$ cat src/rtl/irq_level_gate.sv
module irq_level_gate #(
  parameter int NSRC = 4,
  parameter int LW   = 3,
  localparam int IW  = (NSRC > 1) ? $clog2(NSRC) : 1
) (
  input  logic            clk,
  input  logic            rst_n,
  input  logic            int_en,
  input  logic [NSRC-1:0] req_set,
  input  logic            cfg_we,
  input  logic [IW-1:0]   cfg_idx,
  input  logic [LW-1:0]   cfg_lvl,
  input  logic            restore_we,
  input  logic [LW-1:0]   restore_lvl,
  output logic            take_valid,
  output logic [IW-1:0]   take_idx,
  output logic [LW-1:0]   saved_lvl,
  output logic [LW-1:0]   cur_lvl,
  output logic [NSRC-1:0] pending
);

  logic [LW-1:0]   prio_q [NSRC];
  logic [LW-1:0]   best_lvl;
  logic [IW-1:0]   best_idx;
  logic            hit;
  logic            accept;
  logic [NSRC-1:0] clr;

  always_comb begin
    best_lvl = cur_lvl;
    best_idx = '0;
    hit      = 1'b0;
    for (int s = 0; s < NSRC; s++) begin
      if (pending[s] && prio_q[s] > best_lvl) begin
        best_lvl = prio_q[s];
        best_idx = IW'(s);
        hit      = 1'b1;
      end
    end
  end

  assign accept = int_en && hit && !restore_we;
  assign clr    = accept ? (NSRC'(1) << best_idx) : '0;

  always_ff @(posedge clk or negedge rst_n) begin
    if (!rst_n) begin
      for (int s = 0; s < NSRC; s++) prio_q[s] <= '0;
    end else if (cfg_we) begin
      prio_q[cfg_idx] <= cfg_lvl;
    end
  end

  always_ff @(posedge clk or negedge rst_n) begin
    if (!rst_n) begin
      pending    <= '0;
      cur_lvl    <= '0;
      take_valid <= 1'b0;
      take_idx   <= '0;
      saved_lvl  <= '0;
    end else begin
      pending    <= (pending & ~clr) | req_set;
      take_valid <= accept;
      if (restore_we) begin
        cur_lvl <= restore_lvl;
      end else if (accept) begin
        cur_lvl   <= best_lvl;
        take_idx  <= best_idx;
        saved_lvl <= cur_lvl;
      end
    end
  end

endmodule

$ cat config.mk
export PLATFORM = sky130hd
export DESIGN_NAME = irq_level_gate
export DESIGN_NICKNAME = d
export VERILOG_FILES = /design/src/rtl/irq_level_gate.sv
export SDC_FILE = /design/constraint.sdc
export NUM_CORES = 1
export LEC_CHECK = 0
export ABC_AREA = 1
export ABC_CLOCK_PERIOD_IN_PS = 4350
export BUFFER_PORTS_ARGS = -buffer_cell sky130_fd_sc_hd__buf_2
export CAP_MARGIN = 10
export CORE_MARGIN = 5
export CORE_UTILIZATION = 30
export CTS_CLUSTER_SIZE = 10
export DETAILED_ROUTE_END_ITERATION = 12
export GPL_TIMING_DRIVEN = 0
export HOLD_SLACK_MARGIN = 0.05
export PLACE_DENSITY = 0.58
export RECOVER_POWER = 25
export SLEW_MARGIN = 10
export SYNTH_ARGS = -nofsm -noshare
export SYNTH_HDL_FRONTEND = slang
export SYNTH_SLANG_ARGS = --single-unit
$ cat constraint.sdc
create_clock -name clk -period 4.35 [get_ports clk]
set_clock_uncertainty 0.05 [all_clocks]
set_input_delay 1.0875 -clock clk [delete_from_list [all_inputs] [get_ports clk]]
set_output_delay 1.0875 -clock clk [all_outputs]
set_load 0.005 [all_outputs]
==> run_summary.xml <==
<?xml version="1.0" encoding="UTF-8"?>
<metrics>
  <group name="run_status">
    <metric name="run_status" unit="">complete, no violations</metric>
  </group>
  <group name="worst_setup_path">
    <metric name="critPathArrivalTime" unit="ns">4.41</metric>
    <metric name="regToRegStartpoint" unit="">prio_q[11]</metric>
    <metric name="worst_ep_required_time" unit="ns">4.46</metric>
    <metric name="critPathLaunch" unit="">prio_q[11]</metric>
    <metric name="critical_path.slowest_cell" unit="">sky130_fd_sc_hd__dfrtp_2</metric>
    <metric name="crit_fanout" unit="">5</metric>
    <metric name="nature_of_the_critical_path_endpoint" unit="">flop</metric>
    <metric name="setup.worst_path.start_class" unit="">flop</metric>
    <metric name="max_stage_delay" unit="ns">0.45</metric>
    <metric name="r2r-end" unit="">pending[0]</metric>
    <metric name="timing.setup.critical_path_class" unit="">flop to flop</metric>
    <metric name="number_of_cells_on_the_worst_reg_to_reg_path" unit="">31</metric>
    <metric name="critPathCapture" unit="">pending[0]</metric>
    <metric name="r2r_slack" unit="ns">0.05</metric>
  </group>
  <group name="sta">
    <metric name="tightestPinTransition" unit="ns">1.35</metric>
    <metric name="relSlewSlack" unit="">0.101</metric>
    <metric name="fin_worst_hold_slack" unit="ns">0.421</metric>
    <metric name="finalHoldViolCount" unit="">0</metric>
    <metric name="period_minus_slack" unit="ns">4.30</metric>
    <metric name="finalCritPeriodShare" unit="">0.988</metric>
    <metric name="final-setup-viol-count" unit="">0</metric>
    <metric name="rsz0062_at_grt" unit="">true</metric>
    <metric name="drv_slew" unit="">0</metric>
    <metric name="max_clock_freq" unit="MHz">233</metric>
  </group>
  <group name="die">
    <metric name="standard_cell_rows" unit="">25</metric>
    <metric name="start_util" unit="">0.315</metric>
    <metric name="floorplan.core_area" unit="mm²">0.00479</metric>
    <metric name="pin_count" unit="">30</metric>
    <metric name="die-height" unit="µm">80.8</metric>
    <metric name="design.die.area" unit="mm²">0.00653</metric>
    <metric name="die_w" unit="µm">80.8</metric>
  </group>
  <group name="finish">
    <metric name="most_common_cell_after_layout_fill_and_taps_aside" unit="">sky130_fd_sc_hd__nand2_1</metric>
    <metric name="insertedDiodeCount" unit="">0</metric>
    <metric name="drive_gt1_frac" unit="">0.455</metric>
    <metric name="area_growth_syn_to_layout" unit="%">44.8</metric>
    <metric name="final_net_count" unit="">280</metric>
    <metric name="most-common-layout-cells" unit="">sky130_fd_sc_hd__nand2_1, sky130_fd_sc_hd__buf_2, sky130_fd_sc_hd__inv_1</metric>
  </group>
  <group name="global_route">
    <metric name="globalRoute.totalOverflow" unit="">0</metric>
    <metric name="grt_antenna_before_repair" unit="">0</metric>
    <metric name="pin_count_of_the_biggest_net_entering_global_routing" unit="">26</metric>
    <metric name="via_count_of_the_first_global_routing_pass" unit="">1262</metric>
    <metric name="wire_length_of_the_first_global_routing_pass" unit="mm">5.77</metric>
    <metric name="global_route.usage.total" unit="">0.113</metric>
  </group>
  <group name="clocking">
    <metric name="clk_transition_reported_paths" unit="ns">0.09</metric>
    <metric name="clockBufferDepth" unit="">2</metric>
    <metric name="clkLatencyLatePin" unit="ns">0.26</metric>
    <metric name="cts_max_level" unit="">1</metric>
    <metric name="post_cts_hold_buffer_count" unit="">0</metric>
    <metric name="tritoncts_clock_tree" unit="">yes</metric>
    <metric name="cts_root_buf" unit="">sky130_fd_sc_hd__clkbuf_8</metric>
    <metric name="cts.sinks" unit="">25</metric>
    <metric name="cts_buffer_count" unit="">3</metric>
  </group>
  <group name="synthesis">
    <metric name="synth_fp_nets" unit="">222</metric>
    <metric name="synth.avg_cell_area" unit="µm²">7.68</metric>
    <metric name="synth.yosys.warnings" unit="">0</metric>
    <metric name="syn_area" unit="mm²">0.00151</metric>
    <metric name="syn-instance-count" unit="">196</metric>
    <metric name="synth-seq-area-share" unit="">0.416</metric>
    <metric name="synth.ff_latch_count" unit="">25</metric>
    <metric name="synth_cell_type_count" unit="">22</metric>
  </group>
  <group name="detailed_routing">
    <metric name="final_antenna_violating_net_count" unit="">0</metric>
    <metric name="routed_wire_length_per_instance" unit="µm">12.0</metric>
    <metric name="route.detailed.vias_per_inst" unit="">4.46</metric>
    <metric name="detail_route.drc_violations" unit="">0</metric>
    <metric name="vias" unit="">1427</metric>
    <metric name="drt_pre_antenna_iters" unit="">4</metric>
    <metric name="violation_count_after_the_first_detailed_route_iteration" unit="">38</metric>
    <metric name="totalWireLength" unit="mm">3.84</metric>
  </group>
  <group name="job">
    <metric name="max-cap-violations" unit="">0</metric>
  </group>
  <group name="place">
    <metric name="gp_congestion" unit="">0.800</metric>
    <metric name="portBuffers" unit="">29</metric>
    <metric name="dpl.hpwl" unit="mm">2.61</metric>
  </group>
  <group name="worst_hold_path">
    <metric name="min-delay-path-class" unit="">flop to flop</metric>
  </group>
</metrics>
[timing repair]
| item | CTS | global route |
|---|---|---|
| cloned | 0 | 1 |
| setup endpoints to repair | 13 | 13 |
| buffers inserted | 8 | 15 |
| pin swaps | 4 | 26 |
| resized for setup | 12 | 39 |
[routing by layer]
| metal | global-route usage | wire length [µm] | vias up |
|---|---|---|---|
| met1 | 0.158 | 1850 | 650 |
| met4 | 0.0203 | 19 | 0 |
| met2 | 0.177 | 1780 | 33 |
| li1 | - | - | 742 |
| met3 | 0.0322 | 195 | 2 |
| met5 | 0 | 0 | - |
[cell type report]
cell class              count  area (µm²)
clock buffers               4        45.0
repair buffers             53         345
multi-input cells         136         928
well taps                  67        83.8
inverters                  34         134
flip-flops and latches     25         628
fillers                   503        2610
plain buffers               1        15.0
[sequential cells by signal (all words and copies together) (netlist names)]
signal / flops
pending: 4
cur_lvl: 3
prio_q: 12
saved_lvl: 3
take_valid: 1
take_idx: 2
[critical path: cells and delay by family, from the launching register on]
family                     cells  cell delay, ns
and+or+nand+nor               17            1.42
adders and majority gates      4            1.14
AOI/OAI and AO/OA              7            0.86
DFF                            1            0.45
buffers and inverters          3            0.29
[how the worst min path moves through the flow]
stage,startpoint,to,slack [ns],cells after the start
after floorplan,prio_q[6],prio_q[6],0.40,2
after global placement,take_idx[1],take_idx[1],0.40,2
after detailed placement,take_idx[1],take_idx[1],0.41,2
after CTS,take_idx[1],take_idx[1],0.43,2
after global routing,take_idx[1],take_idx[1],0.44,2
final,take_idx[1],take_idx[1],0.42,2
[through the flow]
step	area, µm²	instances	util	setup slack, ns	setup TNS [ns]
floorplan	1510	196	-	0.0277	0
global placement	1740	292	0.364	-0.431	-5.01
detailed placement	1740	292	0.364	-0.454	-5.34
CTS	1890	304	0.395	0.000683	0
global route	2180	320	0.455	-0.251	-2.47
finish	2180	320	0.455	0.0505	0
[cells by family after synthesis]
family,Yosys count,share of synthesized area
AOI/OAI and AO/OA,30,0.122
buffers and inverters,35,0.0931
DFF,25,0.416
adders and majority gates,9,0.0748
and+or+nand+nor,97,0.294
[cell usage after synthesis, drive strengths merged]
cell type / count / area [µm²]
a21boi: 1 / 7.51
a21oi: 4 / 23.8
and2: 1 / 6.26
buf: 1 / 11.3
clkinv: 1 / 5.00
dfrtp: 25 / 626
ha: 9 / 113
inv: 33 / 124
nand2: 64 / 260
nand3: 26 / 150
nand3b: 1 / 7.51
nor2: 5 / 18.8
o211ai: 1 / 7.51
o21a: 1 / 7.51
o21ai: 23 / 138
Power is not shown: default switching activity piles up to over one toggle a cycle in this logic, so the estimate is an artifact.
